**config.mk**
```make
export PLATFORM = sky130hd
export DESIGN_NAME = cfg_keyed_port
export DESIGN_NICKNAME = d
export VERILOG_FILES = /design/src/rtl/cfgport_pkg.sv /design/src/rtl/cfg_key_detect.sv /design/src/rtl/cfg_global_regs.sv /design/src/rtl/cfg_dev_bank.sv /design/src/rtl/cfg_keyed_port.sv
export SDC_FILE = /design/constraint.sdc
export NUM_CORES = 1
export LEC_CHECK = 0
export ABC_AREA = 1
export BUFFER_PORTS_ARGS = -buffer_cell sky130_fd_sc_hd__buf_2
export CORE_MARGIN = 2
export CORE_UTILIZATION = 60
export CTS_CLUSTER_DIAMETER = 150
export DETAILED_ROUTE_END_ITERATION = 10
export GPL_TIMING_DRIVEN = 0
export PLACE_DENSITY_LB_ADDON = 0.2
export SYNTH_ARGS = -nofsm -noshare
export SYNTH_HDL_FRONTEND = slang
export SYNTH_SLANG_ARGS = --single-unit
```
**constraint.sdc**
```tcl
create_clock -name clk -period 5.5 [get_ports clk]
set_input_delay 1.1 -clock clk [delete_from_list [all_inputs] [get_ports clk]]
set_output_delay 1.1 -clock clk [all_outputs]
set_load 0.01 [all_outputs]
```
**src/rtl/cfgport_pkg.sv**
```systemverilog
package cfgport_pkg;

  localparam int KEY_LEN = 4;
  localparam int KPOS_W  = $clog2(KEY_LEN);

  localparam logic [7:0] IDX_EXIT    = 8'h02;
  localparam logic [7:0] EXIT_VAL    = 8'h02;
  localparam logic [7:0] IDX_LDN     = 8'h07;
  localparam logic [7:0] IDX_ID_HI   = 8'h20;
  localparam logic [7:0] IDX_ID_LO   = 8'h21;
  localparam logic [7:0] IDX_REV     = 8'h22;
  localparam logic [7:0] IDX_BANK    = 8'h30;
  localparam logic [7:0] IDX_ACT     = 8'h30;
  localparam logic [7:0] IDX_BASE_HI = 8'h60;
  localparam logic [7:0] IDX_BASE_LO = 8'h61;
  localparam logic [7:0] FLOAT_BYTE  = 8'hFF;

  // Expected byte at each key position
  function automatic logic [7:0] key_byte(input logic [KPOS_W-1:0] pos);
    case (pos)
      2'd0:    key_byte = 8'h87;
      2'd1:    key_byte = 8'h01;
      default: key_byte = 8'h55;
    endcase
  endfunction

  // Next match position after a byte; a wrong byte may restart the match
  function automatic logic [KPOS_W-1:0] key_step(input logic [KPOS_W-1:0] pos,
                                                 input logic [7:0] b);
    if (b == key_byte(pos))      key_step = pos + 1'b1;
    else if (b == key_byte('0))  key_step = KPOS_W'(1);
    else                         key_step = '0;
  endfunction

  // Global register read mux
  function automatic logic [7:0] glob_read(input logic [7:0] idx,
                                           input logic [7:0] ldn,
                                           input logic [15:0] id,
                                           input logic [3:0] rev);
    case (idx)
      IDX_LDN:   glob_read = ldn;
      IDX_ID_HI: glob_read = id[15:8];
      IDX_ID_LO: glob_read = id[7:0];
      IDX_REV:   glob_read = {4'h0, rev};
      default:   glob_read = 8'h00;
    endcase
  endfunction

  // Per-device register read mux
  function automatic logic [7:0] bank_read(input logic [7:0] idx,
                                           input logic act,
                                           input logic [15:0] base);
    case (idx)
      IDX_ACT:     bank_read = {7'd0, act};
      IDX_BASE_HI: bank_read = base[15:8];
      IDX_BASE_LO: bank_read = base[7:0];
      default:     bank_read = 8'h00;
    endcase
  endfunction

endpackage

```
**src/rtl/cfg_key_detect.sv**
```systemverilog
module cfg_key_detect
  import cfgport_pkg::*;
(
  input  logic       clk,
  input  logic       rst_n,
  input  logic       byte_wr,
  input  logic [7:0] wbyte,
  output logic       key_match
);

  logic [KPOS_W-1:0] pos_q;

  // Last key byte accepted in its slot
  assign key_match = byte_wr && (pos_q == KPOS_W'(KEY_LEN - 1)) &&
                     (wbyte == key_byte(pos_q));

  always_ff @(posedge clk or negedge rst_n) begin
    if (!rst_n)         pos_q <= '0;
    else if (key_match) pos_q <= '0;
    else if (byte_wr)   pos_q <= key_step(pos_q, wbyte);
  end

endmodule

```
**src/rtl/cfg_global_regs.sv**
```systemverilog
module cfg_global_regs
  import cfgport_pkg::*;
#(
  parameter logic [15:0] CHIP_ID  = 16'hC3A7,
  parameter logic [3:0]  CHIP_REV = 4'h5
) (
  input  logic       clk,
  input  logic       rst_n,
  input  logic       idx_wr,
  input  logic       data_wr,
  input  logic [7:0] wdata,
  output logic [7:0] idx_q,
  output logic [7:0] ldn_q,
  output logic [7:0] glob_rdata
);

  always_ff @(posedge clk or negedge rst_n) begin
    if (!rst_n) begin
      idx_q <= '0;
      ldn_q <= '0;
    end else begin
      if (idx_wr) idx_q <= wdata;
      if (data_wr && idx_q == IDX_LDN) ldn_q <= wdata;
    end
  end

  assign glob_rdata = glob_read(idx_q, ldn_q, CHIP_ID, CHIP_REV);

endmodule

```
**src/rtl/cfg_dev_bank.sv**
```systemverilog
module cfg_dev_bank
  import cfgport_pkg::*;
(
  input  logic        clk,
  input  logic        rst_n,
  input  logic        wr_en,
  input  logic [7:0]  idx,
  input  logic [7:0]  wdata,
  output logic        act_q,
  output logic [15:0] base_q,
  output logic [7:0]  rdata
);

  always_ff @(posedge clk or negedge rst_n) begin
    if (!rst_n) begin
      act_q  <= 1'b0;
      base_q <= '0;
    end else if (wr_en) begin
      case (idx)
        IDX_ACT:     act_q        <= wdata[0];
        IDX_BASE_HI: base_q[15:8] <= wdata;
        IDX_BASE_LO: base_q[7:0]  <= wdata;
        default:     ;
      endcase
    end
  end

  assign rdata = bank_read(idx, act_q, base_q);

endmodule

```
**src/rtl/cfg_keyed_port.sv**
```systemverilog
module cfg_keyed_port
  import cfgport_pkg::*;
#(
  parameter int unsigned ADDR_W     = 16,
  parameter int unsigned INDEX_PORT = 'h2E,
  parameter int unsigned DATA_PORT  = 'h2F,
  parameter int unsigned NUM_DEV    = 4,
  parameter logic [15:0] CHIP_ID    = 16'hC3A7,
  parameter logic [3:0]  CHIP_REV   = 4'h5
) (
  input  logic                  clk,
  input  logic                  rst_n,
  input  logic                  bus_wr,
  input  logic                  bus_rd,
  input  logic [ADDR_W-1:0]     bus_addr,
  input  logic [7:0]            bus_wdata,
  output logic [7:0]            bus_rdata,
  output logic                  cfg_open,
  output logic [NUM_DEV-1:0]    dev_active,
  output logic [16*NUM_DEV-1:0] dev_base
);

  localparam logic [ADDR_W-1:0] IDX_A = ADDR_W'(INDEX_PORT);
  localparam logic [ADDR_W-1:0] DAT_A = ADDR_W'(DATA_PORT);

  logic       at_index, at_data;
  logic       idx_wr_locked, idx_wr_open, data_wr_open;
  logic       key_match, exit_cmd, cfg_open_q;
  logic [7:0] idx_q, ldn_q, glob_rdata, bank_rdata, cfg_rdata;
  logic [NUM_DEV-1:0] bank_wr;
  logic [7:0] bank_rd [NUM_DEV];

  assign at_index      = (bus_addr == IDX_A);
  assign at_data       = (bus_addr == DAT_A);
  assign idx_wr_locked = bus_wr && at_index && !cfg_open_q;
  assign idx_wr_open   = bus_wr && at_index && cfg_open_q;
  assign data_wr_open  = bus_wr && at_data && cfg_open_q;
  assign exit_cmd      = data_wr_open && (idx_q == IDX_EXIT) &&
                         (bus_wdata == EXIT_VAL);

  cfg_key_detect u_key (
    .clk       (clk),
    .rst_n     (rst_n),
    .byte_wr   (idx_wr_locked),
    .wbyte     (bus_wdata),
    .key_match (key_match)
  );

  always_ff @(posedge clk or negedge rst_n) begin
    if (!rst_n)         cfg_open_q <= 1'b0;
    else if (key_match) cfg_open_q <= 1'b1;
    else if (exit_cmd)  cfg_open_q <= 1'b0;
  end
  assign cfg_open = cfg_open_q;

  cfg_global_regs #(.CHIP_ID(CHIP_ID), .CHIP_REV(CHIP_REV)) u_glob (
    .clk        (clk),
    .rst_n      (rst_n),
    .idx_wr     (idx_wr_open),
    .data_wr    (data_wr_open),
    .wdata      (bus_wdata),
    .idx_q      (idx_q),
    .ldn_q      (ldn_q),
    .glob_rdata (glob_rdata)
  );

  for (genvar g = 0; g < NUM_DEV; g++) begin : g_bank
    assign bank_wr[g] = data_wr_open && (idx_q >= IDX_BANK) &&
                        (ldn_q == 8'(g));
    cfg_dev_bank u_bank (
      .clk    (clk),
      .rst_n  (rst_n),
      .wr_en  (bank_wr[g]),
      .idx    (idx_q),
      .wdata  (bus_wdata),
      .act_q  (dev_active[g]),
      .base_q (dev_base[16*g +: 16]),
      .rdata  (bank_rd[g])
    );
  end

  // Out-of-range device numbers fall through to zero
  always_comb begin
    bank_rdata = 8'h00;
    for (int i = 0; i < NUM_DEV; i++)
      if (ldn_q == 8'(i)) bank_rdata = bank_rd[i];
  end

  assign cfg_rdata = (idx_q < IDX_BANK) ? glob_rdata : bank_rdata;

  always_comb begin
    bus_rdata = FLOAT_BYTE;
    if (bus_rd && cfg_open_q) begin
      if (at_index)     bus_rdata = idx_q;
      else if (at_data) bus_rdata = cfg_rdata;
    end
  end

endmodule

```
==> Yosys cells after proc, flatten, opt, wreduce, memory -nomap -nowiden <==
Cells that the tools add are included.
{ "op_classes": {"add_sub_neg": 1, "eq_ne": 19, "n_reduce_logical": 33, "magnitude_cmp": 2, "n_mux": 22} }
{ "ops": {"columns": ["operator", "count"], "rows": [
  ["$pmux W8 S3", 4],
  ["$mux W8", 10],
  ["$eq A16 B6 Y1 const B", 2],
  ["$eq A8 B2 Y1 const B", 4],
  ["$eq A8 B6 Y1 const B", 4],
  ["$pmux W8 S4", 1],
  ["$reduce_and A2 Y1", 12],
  ["$eq A8 B7 Y1 const B", 2],
  ["$eq A8 B8 Y1", 2],
  ["$logic_and A1 B1 Y1", 16],
  ["$pmux W8 S2", 1],
  ["$eq A8 B1 Y1 const B", 1],
  ["$eq A8 B3 Y1 const B", 1],
  ["$eq A8 B8 Y1 const B", 1],
  ["$ge A8 B6 Y1 const B", 1],
  ["$logic_not A8 Y1", 1],
  ["$lt A8 B6 Y1 const B", 1],
  ["$mux W2", 3],
  ["$reduce_bool A2 Y1", 2],
  ["$mux W1", 3],
  ["$add A2 B1 Y2 const B", 1],
  ["$eq A2 B1 Y1 const B", 1],
  ["$eq A2 B2 Y1 const B", 1],
  ["$logic_not A2 Y1", 1],
  ["$logic_not A1 Y1", 1]
]} }
{ "totals": {"input_bits": 28, "out_inout_bits": 77, "regBits": 87, "wordCells": 93} }

==> Logic depth before layout (Yosys ltp) <==
{ "logic_depth": {"ltp_word": 10, "ltp_mapped": 16, "ltp_nobuf": 15} }

==> Cells and area by module <==
A second synthesis with hierarchy kept.
{ "unflattened": {"hier_cells": 854, "hier_area_um2": 6159.7} }
{ "by_module_without_submodules": {"columns": ["module", "cells_per_inst", "area_each_um2", "instances", "seq_area_each_um2"], "rows": [
  ["cfg_dev_bank", 127, 1032.2, 4, 425.4],
  ["cfg_keyed_port", 192, 915.9, 1, 25.0],
  ["cfg_global_regs", 98, 792.0, 1, 400.4],
  ["cfg_key_detect", 56, 322.8, 1, 50.0]
]} }

==> Worst setup path after synthesis <==
Ideal clock, no wire load.
{ "synth_timing": {"path_kind": "in2out", "startpoint": "input bus_addr[15]", "endpoint": "output bus_rdata[5]", "t_arrival_ps": 2304, "t_required_ps": 4400, "slack_ps": 2096, "stages": 10, "n_path_buf": 1, "path_cell_list": "nor2_1 nand2_1 nor2_1 nand2_1 nor2_1 inv_1 clkbuf_1 o21ai_0 inv_1 nand2_1"} }
{ "synth_via": {"elab_chain_cells": 4, "elab_cells_between_ends": 5, "cone_classes": "2 x eq/ne; 3 x mux"} }
{ "synth_rtl": {"columns": ["item", "line_no", "rtl"], "rows": [
  ["start, declared", "cfg_keyed_port.sv:15", "input logic [ADDR_W-1:0] bus_addr,"],
  ["$eq A16 B6 Y1", "cfg_keyed_port.sv:34", "assign at_data = (bus_addr == DAT_A);"],
  ["$mux W8", "cfg_keyed_port.sv:95", "else if (at_data) bus_rdata = cfg_rdata;"],
  ["$mux W8 *", "cfg_keyed_port.sv:94", "if (at_index) bus_rdata = idx_q;"],
  ["$mux W8 *", "cfg_keyed_port.sv:93", "if (bus_rd && cfg_open_q) begin"],
  ["end, declared", "cfg_keyed_port.sv:17", "output logic [7:0] bus_rdata,"]
]} }
Mark *: on every way between the ends. The rest lies on a longest branch, timed or not.

==> Final worst setup path <==
{ "layout_timing": {"startpoint": "register u_glob.idx_q[1]", "endpoint": "output bus_rdata[7]"} }
{ "layout_via": {"elab_chain_cells": 10, "elab_cells_between_ends": 21, "cone_classes": "1 x order compare; 7 x eq/ne; 13 x mux"} }
{ "layout_rtl": {"columns": ["item", "line_no", "rtl"], "rows": [
  ["start, declared", "cfg_global_regs.sv:12", "output logic [7:0] idx_q,"],
  ["start signal, assigned", "cfg_global_regs.sv:22", "if (idx_wr) idx_q <= wdata;"],
  ["$eq A8 B7 Y1 or $eq A8 B6 Y1 (tied branches)", "cfgport_pkg.sv:53", "case (idx)"],
  ["$pmux W8 S3", "cfgport_pkg.sv:53", null],
  ["$mux W8 (4 in a row)", "cfg_keyed_port.sv:86", "if (ldn_q == 8'(i)) bank_rdata = bank_rd[i];"],
  ["$mux W8 *", "cfg_keyed_port.sv:89", "assign cfg_rdata = (idx_q < IDX_BANK) ? glob_rdata : bank_rdata;"],
  ["$mux W8 *", "cfg_keyed_port.sv:95", null],
  ["$mux W8 *", "cfg_keyed_port.sv:94", null],
  ["$mux W8 *", "cfg_keyed_port.sv:93", null]
]} }
Marked as above.

==> summary.md <==
| Metric | Value |
|---|---|
| Max transition margin | `0.521` |
| Core Area | `8590 µm²` |
| DR WL/cell | `17.1 µm` |
| Ys async rst share | `1.00` |
| Routability cong. | `~1` |
| Sequential area share after synthesis | `0.417` |
| Arrival @ worst endpoint | `roughly 2.8 ns` |
| Resized Gates After CTS | `0` |
| Mapped Cells | `~730` |
| Drt first pass iters | `6` |
| Crit end category | `primary output` |
| WHS | `around 0.50 ns` |
| N_diodes | `0` |
| Worst-path clk slew | `around 0.090 ns` |
| PD cells | `186 nW/µm²` |
| CTS Sinks | `87` |
| # Max-Cap Violations | `0` |
| DR vias/cell | `approximately 6.0` |
| Leak | `roughly 3.5 nW` |
| Fin Setup TNS | `0 ns` |
| Netlist cell types | `28` |
| Layout cells sized above 1 | `0.201` |
| Largest net degree at the start of global routing | `53` |
| Final setup vio count | `0` |
| Post-CTS setup buffers | `0` |
| YS warnings | `0` |
| Mean post-synth cell area | `between 7 and 8 µm²` |
| CTS Buf Count | `9` |
| Worst-Skew Late Latency | `around 0.38 ns` |
| Fin cells | `960` |
| Fmax | `between 200 and 300 MHz` |
| GRT Total Usage | `0.353` |
| Nets | `between 800 and 900` |
| Fin. max-slew vios | `0` |
| Area share of the largest cell type after synthesis | `0.417` |
| Area after DPL | `approximately 5900 µm²` |
| Num rows | `34` |
| Final min period | `a little under 4 ns` |
| Vias | `between 5000 and 6000` |
| Post-synth top area cell | `dfrtp_1` |
| Starting Density | `0.608` |
| Most common cell in the netlist | `nand2_1` |
| Buffers on Ports | `a little over 100` |
| Yosys reg bits | `87` |
| Antenna Nets Post-Route | `0` |
| Syn-to-layout area delta | `16.5%` |
| IO Pins | `105` |
| Global-route wire length before repair | `~27000 µm` |
| Most area-consuming cells after synthesis | `dfrtp_1 42%, nand2_1 23%, nand4_1 9.1%, nand3_1 5.2%, inv_1 3.9%` |
| Syn nets | `around 770` |
| Critical path data required time | `approximately 4.4 ns` |
| Routed WL | `16400 µm` |
| Cell area after synthesis | `about 5200 µm²` |
| Setup crit start kind | `register` |
| Critical path class | `reg -> out` |
| Initial DRC Count | `around 600` |
| CP max FO | `10` |
| EDFF count, synth | `0` |
| Clk root buf | `clkbuf_8` |
| TritonCTS clock tree | `built` |
| GRT overflow | `0` |
| Status | `complete, no violations` |
| Number of global-route vias before repair | `5354` |
| DIE AREA | `between 9000 and 10000 µm²` |
| Design area | `6090 µm²` |
| Ys flop type | `dfrtp_1` |
| Unrepaired setup endpoints after global routing | `false` |
| Die X | `around 97 µm` |
| H-tree depth | `3` |
| Fin crit share | `0.716` |
| Final Hold Fails | `0` |
| Hold/Removal Path Class | `reg -> reg` |
| Worst-Margin Slew | `just over 0.7 ns` |
| CTS hold repair buffers | `0` |
| Worst VDD drop | `0.000114 V` |
| Residual DRC | `0` |
| DP HPWL | `approximately 12000 µm` |
| Die height | `a little under 100 µm` |
| DP Cell Count | `around 940` |
| Commonest cells post-synth | `314 x nand2_1, 87 x dfrtp_1, 76 x nand4_1` |
| Initial antenna violation count | `0` |
| Maximum buffer depth of the clock tree | `2` |
| Final Worst Setup Slack | `about 1.6 ns` |
| Setup WS pre-CTS | `roughly 1.6 ns` |
| Worst Skew | `0.0128 ns` |
-- per-stage QoR --
stage | util | power [mW]
2_1_floorplan | - | 0.667
3_3_place_gp | 0.683 | 0.701
3_5_place_dp | 0.687 | 0.705
4_1_cts | 0.708 | 1.12
5_1_grt | 0.708 | 1.16
6_report | 0.708 | 1.13
-- path summary, 6_finish.rpt --
path / depth (start not counted) / from / to / slack (ns)
worst min register to register: 2 / u_glob.ldn_q[1]$_DFFE_PN0P_ / u_glob.ldn_q[1]$_DFFE_PN0P_ / 0.50
worst max register to register: 9 / u_glob.idx_q[1]$_DFFE_PN0P_ / g_bank[3].u_bank.base_q[5]$_DFFE_PN0P_ / 3.13
worst min-delay path: 2 / u_glob.ldn_q[1]$_DFFE_PN0P_ / u_glob.ldn_q[1]$_DFFE_PN0P_ / 0.50
max in group asynchronous: 2 / rst_n / g_bank[3].u_bank.act_q$_DFFE_PN0P_ / 4.18
worst max-delay path: 15 / u_glob.idx_q[1]$_DFFE_PN0P_ / bus_rdata[7] / 1.56
min in group asynchronous: 1 / rst_n / g_bank[0].u_bank.base_q[9]$_DFFE_PN0P_ / 0.68
-- cell usage in the layout (no fill, tap or decap), types with 3 or more instances in the layout --
cell        count
nand2_1       314
buf_2         123
dfrtp_1        87
nand4_1        76
inv_1          54
nand3_1        54
o21ai_0        31
nor2_1         21
a21oi_1        14
buf_4          12
clkbuf_8       10
clkbuf_1        8
buf_6           7
nor4_1          5
ha_1            5
nor2_2          4
o211ai_1        3
clkinvlp_4      3
-- state kept, by name, indices dropped and copies added, names as in the netlist --
register	count
cfg_open	1
g_bank.u_bank.act_q	4
g_bank.u_bank.base_q	64
u_glob.idx_q	8
u_glob.ldn_q	8
u_key.pos_q	2
-- final cells by class --
type,count,area (µm²)
timing repair buffer,104,546
buffer,47,297
clock buffer,10,138
multi-input combinational,543,2540
inverter,55,206
fill,731,2510
clock inverter,6,45.0
tap,108,135
sequential,87,2180
-- power by group --
group	switching, mW	internal [mW]
sequential	0.00000700	0.639
combinational	0.0398	0.0140
clock	0.259	0.178
total	0.299	0.831
-- worst max-delay path: stages, from the launching register on --
cell,delay [ns]
dfrtp_1,0.43
inv_1,0.11
nand2_1,0.07
nor2_2,0.34
nand2_1,0.15
inv_2,0.20
buf_4,0.21
nand2_1,0.06
nand3_1,0.10
nand2_1,0.07
o21ai_0,0.27
nand2_1,0.12
nand2_1,0.09
nand2_1,0.06
nand2_1,0.06
buf_2,0.12
-- cell families (layout without fill, tap and decap cells) --
family / count (synthesis) / in the layout / synth area share
AO/OA/AOI/OAI: 52 / 52 / 0.0544
adder cells (fa/ha/maj): 5 / 5 / 0.0120
flip-flops: 87 / 87 / 0.417
buffers and inverters: 102 / 222 / 0.0963
AND/OR/NAND/NOR: 486 / 486 / 0.420
-- metal layers --
metal / vias up / part of all wire / track usage
met1: 2706 / 0.40 / 0.487
met5: - / 0 / 0
met3: 62 / 0.12 / 0.0655
met2: 397 / 0.46 / 0.553
met4: 0 / 0.033 / 0.146
li1: 2642 / - / -
No activity file was read; power rests on OpenSTA's default activity.
